$ cat src/rtl/cc_pkg.sv
package cc_pkg;

    typedef enum logic [1:0] {
        FW_HOLD  = 2'b00,
        FW_ALL   = 2'b01,
        FW_CARRY = 2'b10,
        FW_NZ    = 2'b11
    } flag_wr_e;

    typedef struct packed {
        logic n;
        logic z;
        logic v;
        logic c;
    } flags_t;

    // Bits 3:1 pick the test; bit 0 inverts it.
    typedef enum logic [2:0] {
        GRP_TRUE  = 3'd0,
        GRP_ZERO  = 3'd1,
        GRP_CARRY = 3'd2,
        GRP_NEG   = 3'd3,
        GRP_OVF   = 3'd4,
        GRP_ULE   = 3'd5,
        GRP_SLT   = 3'd6,
        GRP_SLE   = 3'd7
    } cond_grp_e;

    localparam flags_t FLAGS_RESET = '{n: 1'b0, z: 1'b0, v: 1'b0, c: 1'b0};

    function automatic logic grp_test(input cond_grp_e g, input flags_t f);
        logic r;
        unique case (g)
            GRP_TRUE:  r = 1'b1;
            GRP_ZERO:  r = f.z;
            GRP_CARRY: r = f.c;
            GRP_NEG:   r = f.n;
            GRP_OVF:   r = f.v;
            GRP_ULE:   r = f.c | f.z;
            GRP_SLT:   r = f.n ^ f.v;
            GRP_SLE:   r = f.z | (f.n ^ f.v);
            default:   r = 1'b0;
        endcase
        return r;
    endfunction

endpackage

$ cat src/rtl/cc_flag_next.sv
module cc_flag_next
    import cc_pkg::*;
#(
    parameter int DATA_W = 32
) (
    input  flag_wr_e            mode,
    input  logic [DATA_W-1:0]   result,
    input  logic                carry,
    input  logic                ovf,
    input  logic                sh_carry,
    input  flags_t              cur,
    output flags_t              nxt,
    output logic                wr_en
);
    localparam int MSB = DATA_W - 1;

    logic res_neg;
    logic res_zero;

    assign res_neg  = result[MSB];
    assign res_zero = (result == '0);

    always_comb begin
        nxt   = cur;
        wr_en = 1'b1;
        unique case (mode)
            FW_HOLD: wr_en = 1'b0;
            FW_ALL: begin
                nxt.n = res_neg;
                nxt.z = res_zero;
                nxt.v = ovf;
                nxt.c = carry;
            end
            FW_CARRY: nxt.c = sh_carry;
            FW_NZ: begin
                nxt.n = res_neg;
                nxt.z = res_zero;
            end
            default: wr_en = 1'b0;
        endcase
    end
endmodule

$ cat src/rtl/cc_flag_reg.sv
module cc_flag_reg
    import cc_pkg::*;
(
    input  logic   clk,
    input  logic   rst,
    input  logic   wr_en,
    input  flags_t d,
    output flags_t q
);
    always_ff @(posedge clk) begin
        if (rst)
            q <= FLAGS_RESET;
        else if (wr_en)
            q <= d;
    end
endmodule

$ cat src/rtl/cc_cond_eval.sv
module cc_cond_eval
    import cc_pkg::*;
#(
    parameter int COND_W = 4
) (
    input  logic [COND_W-1:0] sel,
    input  flags_t            f,
    output logic              hit
);
    localparam int GRP_W = COND_W - 1;

    cond_grp_e grp;
    logic      base;

    assign grp  = cond_grp_e'(sel[COND_W-1 -: GRP_W]);
    assign base = grp_test(grp, f);
    assign hit  = base ^ sel[0];
endmodule

$ cat src/rtl/cc_branch_eval.sv
module cc_branch_eval
    import cc_pkg::*;
#(
    parameter int DATA_W = 32
) (
    input  logic              clk,
    input  logic              rst,
    input  logic [1:0]        wr_mode,
    input  logic [DATA_W-1:0] alu_result,
    input  logic              alu_carry,
    input  logic              alu_ovf,
    input  logic              shift_carry,
    input  logic [3:0]        cond,
    output logic [3:0]        flags,
    output logic              taken
);
    localparam int COND_W = 4;

    flags_t flg_q;
    flags_t flg_d;
    logic   flg_we;

    cc_flag_next #(.DATA_W(DATA_W)) u_next (
        .mode     (flag_wr_e'(wr_mode)),
        .result   (alu_result),
        .carry    (alu_carry),
        .ovf      (alu_ovf),
        .sh_carry (shift_carry),
        .cur      (flg_q),
        .nxt      (flg_d),
        .wr_en    (flg_we)
    );

    cc_flag_reg u_reg (
        .clk   (clk),
        .rst   (rst),
        .wr_en (flg_we),
        .d     (flg_d),
        .q     (flg_q)
    );

    cc_cond_eval #(.COND_W(COND_W)) u_eval (
        .sel (cond),
        .f   (flg_q),
        .hit (taken)
    );

    assign flags = flg_q;
endmodule

$ cat config.mk
export PLATFORM = sky130hd
export DESIGN_NAME = cc_branch_eval
export DESIGN_NICKNAME = d
export VERILOG_FILES = /design/src/rtl/cc_pkg.sv /design/src/rtl/cc_flag_next.sv /design/src/rtl/cc_flag_reg.sv /design/src/rtl/cc_cond_eval.sv /design/src/rtl/cc_branch_eval.sv
export SDC_FILE = /design/constraint.sdc
export NUM_CORES = 1
export LEC_CHECK = 0
export BUFFER_PORTS_ARGS = -buffer_cell sky130_fd_sc_hd__buf_2
export CORE_MARGIN = 5
export CORE_UTILIZATION = 33
export CTS_CLUSTER_SIZE = 40
export DETAILED_ROUTE_END_ITERATION = 10
export GPL_TIMING_DRIVEN = 1
export MAX_ROUTING_LAYER = met4
export PLACE_DENSITY = 0.86
export SLEW_MARGIN = 20
export SYNTH_ARGS = -nofsm -noshare
export SYNTH_HDL_FRONTEND = slang
export SYNTH_HIERARCHICAL = 1
export SYNTH_SLANG_ARGS = --single-unit
export TNS_END_PERCENT = 5
$ cat constraint.sdc
create_clock -name clk -period 1.95 [get_ports clk]
set_input_delay 0.4875 -clock clk [delete_from_list [all_inputs] [get_ports clk]]
set_output_delay 0.4875 -clock clk [all_outputs]
set_load 0.02 [all_outputs]
==> impl_metrics.env <==
export IMPL_status="completed"
export IMPL_syn_avg_cell_area_um2=8.54
export IMPL_netlist_instances=52
export IMPL_drc=0
export IMPL_yosysTopAreaCellShare_pct=18.0
export IMPL_dieArea_um2=2180
export IMPL_start_util_pct=34.6
export IMPL_grt_usage_pct=13.4
export IMPL_p_leak_nw=0.389
export IMPL_fill_cells=111
export IMPL_hold_depth=2
export IMPL_synthFlopType="dfxtp_1"
export IMPL_p_total_mw=0.312
export IMPL_hold_ws_ps=452
export IMPL_die_y_um=46.7
export IMPL_largest_register="u_reg/q"
export IMPL_synth_cell_types=20
export IMPL_final_util_pct=55.9
export IMPL_dp_hpwl_um=1220
export IMPL_final_nets=150
export IMPL_cellPowerDensity_nw_per_um2=435
export IMPL_clock_sinks=4
export IMPL_cts_root_buf="clkbuf_4"
export IMPL_grt_ovfl_total=0
export IMPL_ys_warn_count=6
export IMPL_cp_startpoint="cond[2]"
export IMPL_worst_clock_skew_ps=0
export IMPL_min_period_ps=1890
export IMPL_crit_arrival_ps=1400
export IMPL_synth_most_common_cell="nor2_1"
export IMPL_core_area_um2=1280
export IMPL_crit_chain="buf_2 > inv_1 > a21oi_1 > a2bb2oi_2 > o221ai_2 > xor2_1 > buf_2"
export IMPL_cts_buffer_depth=2
export IMPL_gp_congestion=0.738
export IMPL_synth_area_leader_cell="dfxtp_1"
export IMPL_antenna_found_initial=0
export IMPL_hold_violations=0
export IMPL_r2r_setup_slack_ps=1070
export IMPL_wl_per_cell_um=11.9
export IMPL_grt_first_pass_wirelength_um=1980
export IMPL_regArea_um2=82.6
export IMPL_cts_tree="done"
export IMPL_path_max_fanout=3
export IMPL_num_io_pins=48
export IMPL_slew_violations=0
export IMPL_setup_viol=0
export IMPL_drive_gt1_share_pct=62.4
export IMPL_async_flop_share_pct=0
export IMPL_syn_area_um2=444
export IMPL_fin_crit_sh_pct=97.0
export IMPL_fin_tns_setup_ps=0
export IMPL_start_kind="primary input"
export IMPL_slowest_delay_ps=180
export IMPL_synth_nets=99
export IMPL_slowest_stage="a21oi_1"
export IMPL_multi_input_area_um2=340
export IMPL_die_x_um=46.7
export IMPL_yosys_top_cells_area="dfxtp_1 18%, ha_1 11%, nor4_2 11%"
export IMPL_via_per_inst=4.90
export IMPL_crit_path_end="taken"
export IMPL_grt_pass1_vias=543
export IMPL_cts_buffers=3
export IMPL_max_clock_freq_mhz=529
export IMPL_largest_reg_flops=4
export IMPL_worstReg2RegEnd="u_reg/q[1]$_SDFFE_PP0P_"
export IMPL_dpl_worst_slack_ps=59.0
export IMPL_required_ps=1460
export IMPL_reg2reg_from="u_reg/q[1]$_SDFFE_PP0P_"
export IMPL_peakVddDrop_mv=0.378
export IMPL_hp_class="primary input to flop"
export IMPL_cp_end_kind="primary output"
export IMPL_vias=568
export IMPL_wirelength_um=1380
export IMPL_n_antenna_cell=0
export IMPL_rsz0062_at_grt="false"
export IMPL_post_cts_buffers=0
export IMPL_antenna_left=0
export IMPL_first_iter_violations=6
export IMPL_fp_row_count=13
export IMPL_h_tree_depth=1
export IMPL_drv_cap=0
export IMPL_io_buffers=47
export IMPL_critPathKind="primary input to primary output"
export IMPL_synth_enable_flop_cells=0
export IMPL_r2r_cells=3
export IMPL_cp_common_cell="buf_2"
export IMPL_fin_ws_ps=59.1
export IMPL_tightest_slew_ps=273
export IMPL_largest_registers="u_reg/q x4"
export IMPL_area_growth_pct=61.7
export IMPL_synth_seq_cells=4
export IMPL_maxSlewHeadroom_pct=81.6
export IMPL_first_pass_iters=4
export IMPL_grt_max_degree=6
export IMPL_clk_latency_ps=230
export IMPL_ys_seq_area_share_pct=18.0
export IMPL_clkSlewWorstSetupHoldPaths_ps=40
-- layout make-up --
cell class,instances,share of cell area [%]
clock buffer,3,3.14
sequential,4,11.5
inverter,5,2.61
timing repair buffer,47,32.8
tap,15,2.61
multi-input combinational,42,47.4
-- cell families (layout without fill, tap and decap cells) --
logic type / Yosys count / after routing / synth area share (%)
simple gates: 21 / 21 / 29.0
mux: 6 / 6 / 14.1
fa+ha+maj: 4 / 4 / 11.3
xor+xnor: 2 / 2 / 3.94
buf+inv: 6 / 55 / 5.35
flops: 4 / 4 / 18.0
compound gates: 9 / 9 / 18.3
-- worst max-delay path, delay by kind of cell --
family | cells | cell delay, ps
compound gates | 3 | 470
buf+inv | 3 | 310
xor+xnor | 1 | 140
-- cell usage in the layout, fill, tap and decap left out, drive strengths merged, types with 2 or more instances in the layout --
cell type / Yosys / layout
buf: 0 / 47
nor2: 8 / 8
nor4: 8 / 8
inv: 5 / 5
ha: 4 / 4
mux2i: 4 / 4
a21oi: 4 / 4
dfxtp: 4 / 4
clkbuf: 1 / 3
nand2: 3 / 3
xor2: 2 / 2
nand4: 2 / 2
mux2: 2 / 2
-- repair_timing --
item	CTS	global route
hold buffers	0	0
resized for setup	0	2
hold endpoints to repair	0	0
setup endpoints to repair	0	1
-- stage by stage --
stage	std cells	instance area [µm²]
finish	116	718
global route	116	718
CTS	116	716
detailed placement	113	693
global placement	113	693
floorplan	52	444
-- per-layer routing --
layer  global-route usage [%]  vias up  share of wire (%)
met4                     7.73        0                1.2
met1                     12.4      244                 30
li1                         -      294                  -
met5                        -        -                  0
met3                     5.47        2                 16
met2                     22.8       28                 53
-- power breakdown --
group	switching [mW]	leakage [nW]	internal [mW]
Clock	0.0342	0.0138	0.0688
Combinational	0.0544	0.342	0.0609
Sequential	0.00672	0.0335	0.0874
-- how the worst min path moves through the flow --
stage                       startpoint                      end  slack, ps
2_1_floorplan                      rst  u_reg/q[0]$_SDFFE_PP0P_        560
3_3_place_gp   u_reg/q[3]$_SDFFE_PP0P_  u_reg/q[3]$_SDFFE_PP0P_        570
3_5_place_dp   u_reg/q[2]$_SDFFE_PP0P_  u_reg/q[2]$_SDFFE_PP0P_        560
4_1_cts                            rst  u_reg/q[2]$_SDFFE_PP0P_        450
5_1_grt                            rst  u_reg/q[1]$_SDFFE_PP0P_        460
6_report                           rst  u_reg/q[1]$_SDFFE_PP0P_        450
No activity file was read; power rests on OpenSTA's default activity.
